==> src/rtl/cmpl_tmo_pkg.sv <==
package cmpl_tmo_pkg;
  localparam int CYC_W      = 4;
  localparam int SEL_W      = 3;
  localparam int FLD_W      = CYC_W + SEL_W;
  localparam int RD_W       = 8;
  localparam int CNT_W_DFLT = 24;

  typedef struct packed {
    logic [SEL_W-1:0] sel;
    logic [CYC_W-1:0] cyc;
  } tmo_cfg_t;

  // Power-of-two exponent selected by the multiplier code.
  function automatic int unsigned mult_shift(input logic [SEL_W-1:0] code);
    int unsigned s;
    case (code)
      3'd0:    s = 0;
      3'd1:    s = 4;
      3'd2:    s = 7;
      3'd3:    s = 8;
      3'd4:    s = 10;
      3'd5:    s = 12;
      3'd6:    s = 16;
      default: s = 20;
    endcase
    return s;
  endfunction
endpackage

==> src/rtl/cmpl_tmo_cfg.sv <==
module cmpl_tmo_cfg
  import cmpl_tmo_pkg::*;
#(
  parameter int RDW = RD_W
) (
  input  logic             clk,
  input  logic             rst_n,
  input  logic             we,
  input  logic [FLD_W-1:0] wdata,
  output tmo_cfg_t         cfg,
  output logic [RDW-1:0]   rdata
);
  localparam int PAD_W = RDW - FLD_W;

  tmo_cfg_t cfg_q;

  always_ff @(posedge clk or negedge rst_n) begin
    if (!rst_n)  cfg_q <= '0;
    else if (we) cfg_q <= tmo_cfg_t'(wdata);
  end

  assign cfg   = cfg_q;
  assign rdata = {{PAD_W{1'b0}}, cfg_q};
endmodule

==> src/rtl/cmpl_tmo_start.sv <==
module cmpl_tmo_start (
  input  logic clk,
  input  logic rst_n,
  input  logic xfer_end,
  input  logic busy_active,
  input  logic nodata_cmd,
  input  logic resp_end,
  output logic start_evt,
  output logic pend_q
);
  logic data_start;
  logic nd_start;

  // A data start is held back while the device reports busy.
  assign data_start = (xfer_end | pend_q) & ~busy_active;
  assign nd_start   = resp_end & nodata_cmd;
  assign start_evt  = data_start | nd_start;

  always_ff @(posedge clk or negedge rst_n) begin
    if (!rst_n)                       pend_q <= 1'b0;
    else if (data_start)              pend_q <= 1'b0;
    else if (xfer_end && busy_active) pend_q <= 1'b1;
  end
endmodule

==> src/rtl/cmpl_tmo_count.sv <==
module cmpl_tmo_count
  import cmpl_tmo_pkg::*;
#(
  parameter int CNT_W = CNT_W_DFLT
) (
  input  logic     clk,
  input  logic     rst_n,
  input  logic     start_evt,
  input  tmo_cfg_t cfg,
  input  logic     cmpl_sig,
  output logic     run_q,
  output logic     tmo_hit
);
  logic [CNT_W-1:0] lim_q;
  logic [CNT_W-1:0] cnt_q;
  logic [CNT_W-1:0] lim_new;

  function automatic logic [CNT_W-1:0] limit_of(input tmo_cfg_t c);
    return CNT_W'(c.cyc) << mult_shift(c.sel);
  endfunction

  assign lim_new = limit_of(cfg);
  // Timeout fires only when neither a restart nor a completion claims the cycle.
  assign tmo_hit = run_q & ~start_evt & ~cmpl_sig & (cnt_q >= lim_q);

  always_ff @(posedge clk or negedge rst_n) begin
    if (!rst_n) begin
      lim_q <= '0;
      cnt_q <= '0;
      run_q <= 1'b0;
    end else if (start_evt) begin
      lim_q <= lim_new;
      cnt_q <= '0;
      run_q <= 1'b1;
    end else if (run_q) begin
      if (cmpl_sig || tmo_hit) run_q <= 1'b0;
      else                     cnt_q <= cnt_q + 1'b1;
    end
  end
endmodule

==> src/rtl/cmpl_tmo_err.sv <==
module cmpl_tmo_err (
  input  logic clk,
  input  logic rst_n,
  input  logic tmo_hit,
  input  logic err_clr,
  output logic tmo_err
);
  always_ff @(posedge clk or negedge rst_n) begin
    if (!rst_n)       tmo_err <= 1'b0;
    else if (tmo_hit) tmo_err <= 1'b1;
    else if (err_clr) tmo_err <= 1'b0;
  end
endmodule

==> src/rtl/cmpl_tmo_timer.sv <==
module cmpl_tmo_timer
  import cmpl_tmo_pkg::*;
#(
  parameter int CNT_W = CNT_W_DFLT
) (
  input  logic             clk,
  input  logic             rst_n,
  input  logic             cfg_we,
  input  logic [FLD_W-1:0] cfg_wdata,
  output logic [RD_W-1:0]  cfg_rdata,
  input  logic             xfer_end,
  input  logic             busy_active,
  input  logic             nodata_cmd,
  input  logic             resp_end,
  input  logic             cmpl_sig,
  input  logic             err_clr,
  output logic             tmo_err
);
  tmo_cfg_t cfg;
  logic     start_evt;
  logic     pend_q;
  logic     run_q;
  logic     tmo_hit;

  cmpl_tmo_cfg #(.RDW(RD_W)) cfg_i (
    .clk(clk), .rst_n(rst_n), .we(cfg_we), .wdata(cfg_wdata),
    .cfg(cfg), .rdata(cfg_rdata)
  );

  cmpl_tmo_start start_i (
    .clk(clk), .rst_n(rst_n), .xfer_end(xfer_end), .busy_active(busy_active),
    .nodata_cmd(nodata_cmd), .resp_end(resp_end),
    .start_evt(start_evt), .pend_q(pend_q)
  );

  cmpl_tmo_count #(.CNT_W(CNT_W)) count_i (
    .clk(clk), .rst_n(rst_n), .start_evt(start_evt), .cfg(cfg),
    .cmpl_sig(cmpl_sig), .run_q(run_q), .tmo_hit(tmo_hit)
  );

  cmpl_tmo_err err_i (
    .clk(clk), .rst_n(rst_n), .tmo_hit(tmo_hit), .err_clr(err_clr),
    .tmo_err(tmo_err)
  );
endmodule

==> config.mk <==
export PLATFORM = sky130hd
export DESIGN_NAME = cmpl_tmo_timer
export DESIGN_NICKNAME = d
export VERILOG_FILES = /design/src/rtl/cmpl_tmo_pkg.sv /design/src/rtl/cmpl_tmo_cfg.sv /design/src/rtl/cmpl_tmo_start.sv /design/src/rtl/cmpl_tmo_count.sv /design/src/rtl/cmpl_tmo_err.sv /design/src/rtl/cmpl_tmo_timer.sv
export SDC_FILE = /design/constraint.sdc
export NUM_CORES = 1
export LEC_CHECK = 0
export BUFFER_PORTS_ARGS = -buffer_cell sky130_fd_sc_hd__buf_2
export CORE_MARGIN = 2
export CORE_UTILIZATION = 35
export DETAILED_ROUTE_END_ITERATION = 6
export HOLD_SLACK_MARGIN = 0.02
export PLACE_DENSITY_LB_ADDON = 0.3
export SETUP_SLACK_MARGIN = 0.2
export SYNTH_ARGS = -nofsm -noshare
export SYNTH_HDL_FRONTEND = slang
export SYNTH_SLANG_ARGS = --single-unit
==> constraint.sdc <==
create_clock -name clk -period 4.4 [get_ports clk]
set_input_delay 0.44 -clock clk [delete_from_list [all_inputs] [get_ports clk]]
set_output_delay 0.44 -clock clk [all_outputs]
set_load 0.01 [all_outputs]
======== After elaboration in Yosys (flattened, before gate mapping) ========
Index checks and enable logic that the tools add are counted.
word-level totals
  flip-flop bits (word level) ............. 58
  input port bits ......................... 16
  output and inout bits ................... 9
  logic and storage cells ................. 45
operators by class
  add/sub/neg operators ................... 1
  magnitude comparators ................... 1
  equal/unequal tests ..................... 7
  shift operators ......................... 1
  multiplexer cells ....................... 11
  bitwise logic cells ..................... 10
  reductions and logical operators ........ 7
operators with widths
  operator                                                                 number
  24-bit two-way mux                                                       3
  5-bit one-hot mux with 7 select lines                                    1
  24-bit by 1-bit adder with 24-bit output, second input constant          1
  24-bit greater-or-equal comparator                                       1
  4-bit by 5-bit << shifter with 24-bit output                             1
  3-bit == test, second input constant                                     3
  1-bit two-way mux                                                        7
  3-bit by 2-bit == test with 1-bit output, second input constant          2
  2-bit nonzero test                                                       3
  1-bit AND                                                                5
  3-bit by 1-bit == test with 1-bit output, second input constant          1
  3-bit zero test                                                          1
  1-bit NOT                                                                3
  2-bit by 1-bit inequality test with 1-bit output, second input constant  1
  1-bit OR                                                                 2
  2-bit AND reduction                                                      1
  1-bit logical AND                                                        1
  1-bit logical OR                                                         1

======== Logic depth before layout (Yosys ltp) ========
Gate-level depths: netlist (run 1).
  depth after elaboration ................. 11
  gate-level depth with buffers ........... 10
  gate-level depth less buffers ........... 8

======== Hierarchy ========
From an unflattened synthesis (run 1), not the netlist that was laid out.
second synthesis, totals
  cells, all modules ...................... 381
  area, all modules ....................... 3,555.9 sq um
by module, submodules not included
  module          instances  cells each  area each (sq um)  seq. area each (sq um)
  cmpl_tmo_count  1          349         3,114.2            1,226.2
  cmpl_tmo_cfg    1          24          355.3              175.2
  cmpl_tmo_start  1          5           50.0               25.0
  cmpl_tmo_err    1          3           36.3               25.0

======== Least setup slack after synthesis (run 1) ========
No wires, ideal clock.
  kind .................................... reg-to-reg
  start ................................... register count_i.cnt_q[0]
  end ..................................... register count_i.cnt_q[4]
  library setup time ...................... 0.078 ns
  arrival ................................. 2.308 ns
  required time ........................... 4.322 ns
  setup slack ............................. 2.014 ns
  stages on the path, launching flop included .. 10
  cells stage by stage .................... dfrtp_1 inv_1 ha_1 nand2b_1 a211oi_1 o221ai_1 a41o_2 buf_6 or4_1 a21oi_1
between the ends
  cells in the longest elaborated chain, start to end .. 5
  elaborated cells on any way between the ends .. 9
  classes of those cells .................. add/sub (1); order compare (1); eq/ne (1); mux (3); bitwise (1); reduce/logical (2)
RTL lines
  what                                                        line                  RTL
  from (decl)                                                 cmpl_tmo_count.sv:15  logic [CNT_W-1:0] cnt_q;
  from (signal assigned)                                      cmpl_tmo_count.sv:37  else cnt_q <= cnt_q + 1'b1;
  24-bit greater-or-equal comparator                          cmpl_tmo_count.sv:24  assign tmo_hit = run_q & ~start_evt & ~cmpl_sig & (cnt_q >= lim_q);
  1-bit AND                                                   cmpl_tmo_count.sv:24
  1-bit logical OR                                            cmpl_tmo_count.sv:36  if (cmpl_sig || tmo_hit) run_q <= 1'b0;
  2-bit by 1-bit inequality test with 1-bit output (no line)  n/a
  2-bit AND reduction (no line)                               n/a
Parallel ways exist; a longest one is shown, timed or not. The select of a mux whose other input is x is not followed.
A chain may end at the register's enable or synchronous reset.

======== Worst setup path after layout (run 1) ========
  start ................................... register count_i.cnt_q[11]
  end ..................................... register count_i.cnt_q[15]
Same word-level chain as after synthesis.

==> key figures, run 1 <==
Outcome
  – Outcome: complete, no violations

Drt
  – DRC viols: 0
  – DR vias: 2837
  – Final wirelength: 7.74 mm
  – DR WL/cell: 14.9 µm
  – Initial DRC count: 147
  – First-pass iteration count of the detailed router: 4
  – DR vias/cell: 5.47
  – Final antenna-violating net count: 0

Timing
  – Endpoints failing setup: 0
  – Worst-margin pin slew: 0.996 ns
  – Clock Skews: 0.00726 ns
  – Hold WS: 0.238 ns
  – Tcrit/Tclk final: 69.6%
  – Max-slew violations: 0
  – Worst slew margin: 33.6%
  – Post-route minimum period: 3.06 ns
  – RSZ-0062 raised after global routing: no
  – Setup TNS: 0 ns
  – Max Fclk: 326 MHz
  – Final Hold Fails: 0

Clock tree
  – Clk root buf: clkbuf_8
  – Max H-tree Level: 3
  – Max clock buf depth: 2
  – Post-CTS Repair Setup Buffers: 0
  – CTS-repair resized insts: 0
  – Clk slew on worst S/H paths: 0.07 ns
  – CTS Sinks: 58
  – Post-CTS Hold Buffers: 0
  – Clock latency on the worst-skew pair: 0.35 ns
  – CTS tree: yes
  – Cts bufs inserted: 9

GRT
  – First-pass GRT wire length: 12.8 mm
  – Vias in the first global route: 2655
  – Tot GR Track Use: 15.8%
  – Initial antenna violation count: 0
  – Largest net degree at the start of global routing: 59
  – Congestion Overflow GR: 0

Critical path
  – Crit path launch: count_i.cnt_q[11]
  – R2r worst-path depth: 7
  – Setup Crit Path Kind: flop to flop
  – Worst reg2reg path startpoint: count_i.cnt_q[11]
  – Crit-path max FO: 31
  – Crit path to: count_i.cnt_q[15]
  – CP Launch Type: flop
  – Crit path arrival time: 3.33 ns
  – Worst flop-to-flop path endpoint: count_i.cnt_q[15]
  – Crit. End Element: flop
  – Reg-to-reg setup timing slack: 1.34 ns
  – Worst Path Required: 4.66 ns

Synth
  – Syn Area/Cell: 9.20 µm²
  – Synth area leaders: dfrtp_1 43%, ha_1 9.2%, o31ai_1 4.6%, a21oi_1 4.4%, o21ai_0 4.3%
  – Cell count after synthesis: 369
  – Post-synth top area share: 42.7%
  – Number of flops mapped to enable cells by yosys: 0
  – Post-synth top area cell: dfrtp_1
  – Synth warnings: 0
  – Asr flop ratio synth: 100%
  – Register area share after synthesis: 42.7%
  – Netlist Area Pre-Place: 3400 µm²
  – Yosys reg bits: 58
  – Mapped Nets: 410
  – Unique masters post-synth: 41
  – Dominant synthesized flop cell: dfrtp_1

Placement
  – DP HPWL: 5.44 mm
  – Routability Congestion: 0.780
  – IO Port Bufs: 23

Power
  – Lkg Pwr: 1.59 nW
  – Power per Cell Area: 349 nW/µm²
  – IR drop worst, VDD: 0.152 mV
  – Pwr Total: 1.33 mW

Floorplanning
  – Die height: 103 µm
  – Ports: 25
  – Starting Density: 36.4%
  – Rows: 35
  – Die area: 10500 µm²
  – Core area: 9330 µm²
  – Die Width: 103 µm

Cells and area
  – Fill count: 925
  – Area of the multi-input gates: 1750 µm²
  – Reg area: 1450 µm²
  – Share of layout cells above drive strength 1: 12.6%
  – ANT cells: 0
  – Area grow syn2layout: 12.3%
  – # nets final: 426

Worst hold path
  – Worst min path class: input pin to async pin

Flow run
  – Max_cap viols: 0
[worst min-delay path by stage]
stage | slack [ns] | depth (start not counted) | endpoint | startpoint
2_1_floorplan | 0.14 | 0 | cfg_i.cfg[0] | rst_n
3_3_place_gp | 0.47 | 2 | count_i.lim_q[12] | count_i.lim_q[12]
3_5_place_dp | 0.47 | 2 | count_i.lim_q[9] | count_i.lim_q[9]
4_1_cts | 0.27 | 2 | err_i.tmo_err | rst_n
5_1_grt | 0.28 | 2 | err_i.tmo_err | err_clr
6_report | 0.24 | 2 | err_i.tmo_err | rst_n
[metal layers]
| metal | wire (µm) | GRT usage (%) | vias up | share of wire, % |
|---|---|---|---|---|
| met5 | 0 | 0 | - | 0 |
| met4 | 179 | 5.54 | 0 | 2.3 |
| met3 | 227 | 4.34 | 13 | 2.9 |
| met2 | 3690 | 25.4 | 43 | 48 |
| met1 | 3640 | 20.5 | 1378 | 47 |
| li1 | - | - | 1403 | - |
[worst max-delay path: stages (launching register included)]
cell and delay [ns]:
dfrtp_1 0.43, ha_1 0.34, a21oi_1 0.13, o21ai_0 0.10, o2bb2ai_1 0.37, or3b_1 0.83
or4_1 0.60, a21oi_1 0.16
[layout by cell type (no fill, tap or decap), types with 3 or more instances in the layout]
master and n:
a211oi_1 4, a21oi_1 30, and3_1 3, and4_1 3
buf_2 23, clkbuf_8 10, dfrtp_1 58, ha_1 25
inv_1 28, mux2_2 5, mux2i_1 7, nand2_1 28
nand2b_1 9, nand3_1 22, nand4_1 8, nor2_1 7
nor3_1 9, o21ai_0 28, o31ai_1 21, or3_1 13
or4_1 19
[sequential cells by signal (all words and copies together) (netlist names)]
name,count
count_i.lim_q,24
count_i.run_q,1
err_i.tmo_err,1
count_i.cnt_q,24
cfg_i.cfg,7
start_i.pend_q,1
[through the flow]
step | utilization [%] | worst slack (ns) | instances | area (µm²)
4_1_cts | 40.9 | 1.30 | 519 | 3810
3_5_place_dp | 38.6 | 1.31 | 503 | 3600
3_3_place_gp | 38.6 | 1.43 | 503 | 3600
2_1_floorplan | - | 2.01 | 369 | 3400
5_1_grt | 40.9 | 1.06 | 519 | 3810
6_report | 40.9 | 1.34 | 519 | 3810
[final cells by class]
class / instances / area share, %
repair buffers: 25 / 3.41
multi-input cells: 263 / 45.8
flip-flops and latches: 58 / 38.0
inverters: 28 / 2.76
clock buffers: 11 / 3.71
clock inverters: 5 / 2.03
well taps: 129 / 4.23
[kinds of logic after synthesis]
| family | count (synthesis) | share of synthesized area (%) |
|---|---|---|
| AO/OA/AOI/OAI | 96 | 17.1 |
| adder cells (fa/ha/maj) | 25 | 9.21 |
| other | 1 | 0.110 |
| flip-flops | 58 | 42.7 |
| multiplexers | 12 | 3.72 |
| buffers and inverters | 48 | 5.90 |
| AND/OR/NAND/NOR | 129 | 21.2 |
[Yosys cell counts (all sizes together), types with 3 or more instances]
library cell  instances
o31ai                21
nand3                22
nor2                  7
inv                  28
mux2i                 7
nand4                 8
buf                   5
dfrtp                58
nor3                  9
and3                  3
a21oi                31
and4                  3
or3                  13
ha                   25
nand2b                9
mux2                  5
o21ai                30
clkbuf               15
a211oi                4
or4                  19
nand2                28
[power by group]
part           switching (mW)  internal (mW)
sequential             0.0283          0.561
combinational           0.127         0.0622
clock                   0.222          0.332
Power figures use the tool's default switching activity.
==> inputs of run 2 (changes only) <==
==> constraint.sdc (replaced) <==
create_clock -name clk -period 2.9 [get_ports clk]
set_input_delay 0.29 -clock clk [delete_from_list [all_inputs] [get_ports clk]]
set_output_delay 0.29 -clock clk [all_outputs]
set_load 0.01 [all_outputs]
==> run 2 against run 1 <==
Net effect: power up 55%; wire length is 7.1% higher; final area up 3.1%; largest power group unchanged; maximum frequency increased by 19%; register-to-register slack worse by 1.0 ns; final cell count increased by 1.7%.
==> key figures, run 2 (synthesized netlist as in run 1, its figures left out) <==
Drt
  – DR vias: 2894 (+2.0%)
  – Final antenna-violating net count: 0 (unchanged)
  – DR vias/cell: 5.48 (+0.27%)
  – DRC viols: 0 (unchanged)
  – DR WL/cell: 15.7 µm (+5.3%)
  – Final wirelength: 8.29 mm (+7.1%)
  – First-pass iteration count of the detailed router: 4 (unchanged)
  – Initial DRC count: 131 (-11%)

Clock tree
  – CTS tree: yes
  – Max clock buf depth: 2 (unchanged)
  – Clk slew on worst S/H paths: 0.07 ns (about the same)
  – Clk root buf: clkbuf_8
  – Max H-tree Level: 3 (unchanged)
  – Cts bufs inserted: 9 (unchanged)
  – CTS Sinks: 58 (unchanged)
  – Clock latency on the worst-skew pair: 0.34 ns (about the same)

Timing
  – Clock Skews: 0.00579 ns (-0.00147 ns)
  – Post-route minimum period: 2.58 ns (-0.488 ns)
  – Tcrit/Tclk final: 88.8% (+19 points)
  – Final Hold Fails: 0 (unchanged)
  – Max-slew violations: 0 (unchanged)
  – Max Fclk: 388 MHz (+19%)
  – Worst-margin pin slew: 0.855 ns (-0.141 ns)
  – Endpoints failing setup: 0 (unchanged)
  – RSZ-0062 raised after global routing: no
  – Setup TNS: 0 ns (unchanged)
  – Worst slew margin: 43.0% (+9.4 points)

Power
  – IR drop worst, VDD: 0.195 mV (+28%)
  – Pwr Total: 2.07 mW (+55%)
  – Lkg Pwr: 1.65 nW (+3.4%)
  – Power per Cell Area: 526 nW/µm² (+51%)

GRT
  – Congestion Overflow GR: 0 (unchanged)
  – First-pass GRT wire length: 13.7 mm (+6.6%)
  – Largest net degree at the start of global routing: 50 (-15%)
  – Tot GR Track Use: 16.6% (+0.80 points)
  – Initial antenna violation count: 0 (unchanged)
  – Vias in the first global route: 2710 (+2.1%)

Cells and area
  – Non-Filler Cell Area, Final: 3930 µm² (+3.1%)
  – Share of layout cells above drive strength 1: 15.3% (+2.7 points)
  – ANT cells: 0 (unchanged)
  – Commonest non-fill, non-tap cell in the layout: dfrtp_1
  – Fill count: 919 (-0.65%)
  – Area grow syn2layout: 15.8%
  – Most frequent cells in the layout: 57 x dfrtp_1, 30 x a21oi_1, 28 x inv_1, 28 x nand2_1, 28 x o21ai_0
  – # nets final: 435 (+2.1%)

Floorplanning
  – Rows: 35 (unchanged)
  – Die height: 103 µm (unchanged)
  – Starting Density: 36.4% (unchanged)
  – Core area: 9330 µm² (unchanged)
  – Ports: 25 (unchanged)
  – Die area: 10500 µm² (unchanged)
  – Die Width: 103 µm (unchanged)

Outcome
  – Outcome: complete, no violations

Worst hold path
  – Worst min path class: input pin to flop

Critical path
  – Crit-path max FO: 11 (-65%)
  – Reg-to-reg setup timing slack: 0.32 ns (-1.01 ns)
  – Crit. End Element: flop
  – CP Launch Type: flop
  – Crit path arrival time: 2.84 ns (-0.49 ns)
  – Setup Crit Path Kind: flop to flop
  – Worst Path Required: 3.17 ns (-1.49 ns)

Placement
  – DP HPWL: 5.41 mm (-0.52%)
  – IO Port Bufs: 23 (unchanged)
  – Routability Congestion: 0.785 (+0.72%)
  – DP Area: 3620 µm² (+0.63%)

Flow run
  – Max_cap viols: 0 (unchanged)
run 2: layout make-up:
type                       instances  area [µm²]  share of cell area [%]
sequential                        58        1450                    37.0
timing repair buffer              31         181                    4.61
inverter                          28         105                    2.67
clock buffer                       9         124                    3.15
tap                              129         161                    4.11
multi-input combinational        266        1810                    46.1
clock inverter                     7        93.8                    2.39
run 2: repair_timing:
action	in CTS	in global routing
endpoints found under the hold margin	26	0
setup buffers	0	2
gates resized for setup	1	5
cloned	1	2
pin swaps	0	2
setup endpoints to repair	20	24
hold buffers	1	0
run 2: worst paths after layout:
path                                    from                end  depth (start not counted)
max                        count_i.cnt_q[22]  count_i.cnt_q[21]                          7
min                                  err_clr      err_i.tmo_err                          2
max reg2reg                count_i.cnt_q[22]  count_i.cnt_q[21]                          7
min reg2reg                count_i.lim_q[12]  count_i.lim_q[12]                          2
max in group asynchronous              rst_n   count_i.lim_q[6]                          3
min in group asynchronous              rst_n  count_i.cnt_q[18]                          2
run 2: power by group:
group          internal [mW]  switching [mW]  total (mW)  leakage, nW
Clock                  0.481           0.346       0.827        0.105
Combinational          0.119           0.233       0.352        0.762
Sequential             0.852          0.0377       0.890        0.779
Total                   1.45           0.616        2.07         1.65
run 2: per-stage QoR:
| stage | setup slack, ns | utilization (%) | hold slack [ns] | instances |
|---|---|---|---|---|
| after floorplan | 0.514 | - | -0.00559 | 369 |
| after global placement | 0.105 | 38.8 | 0.346 | 506 |
| after detailed placement | 0.0869 | 38.8 | 0.347 | 506 |
| after CTS | 0.198 | 41.5 | 0.118 | 524 |
| after global routing | 0.169 | 42.1 | 0.111 | 528 |
| final | 0.325 | 42.1 | 0.126 | 528 |
run 2: worst max-delay path, cell delays in order (launching register included):
cell and delay [ns]:
dfrtp_1 0.42, ha_1 0.35, nand4_1 0.13, nor2_1 0.14, a221o_1 0.42, a41o_2 0.37, or4_1 0.52, a21oi_1 0.15
run 2: routing by layer:
layer | routed length (µm) | vias up | part of all wire [%] | GRT usage (%)
li1 | - | 1425 | - | -
met1 | 3880 | 1403 | 47 | 23.0
met2 | 3910 | 53 | 47 | 24.5
met3 | 336 | 13 | 4.1 | 4.54
met4 | 155 | 0 | 1.9 | 6.97
met5 | 0 | - | 0 | 0
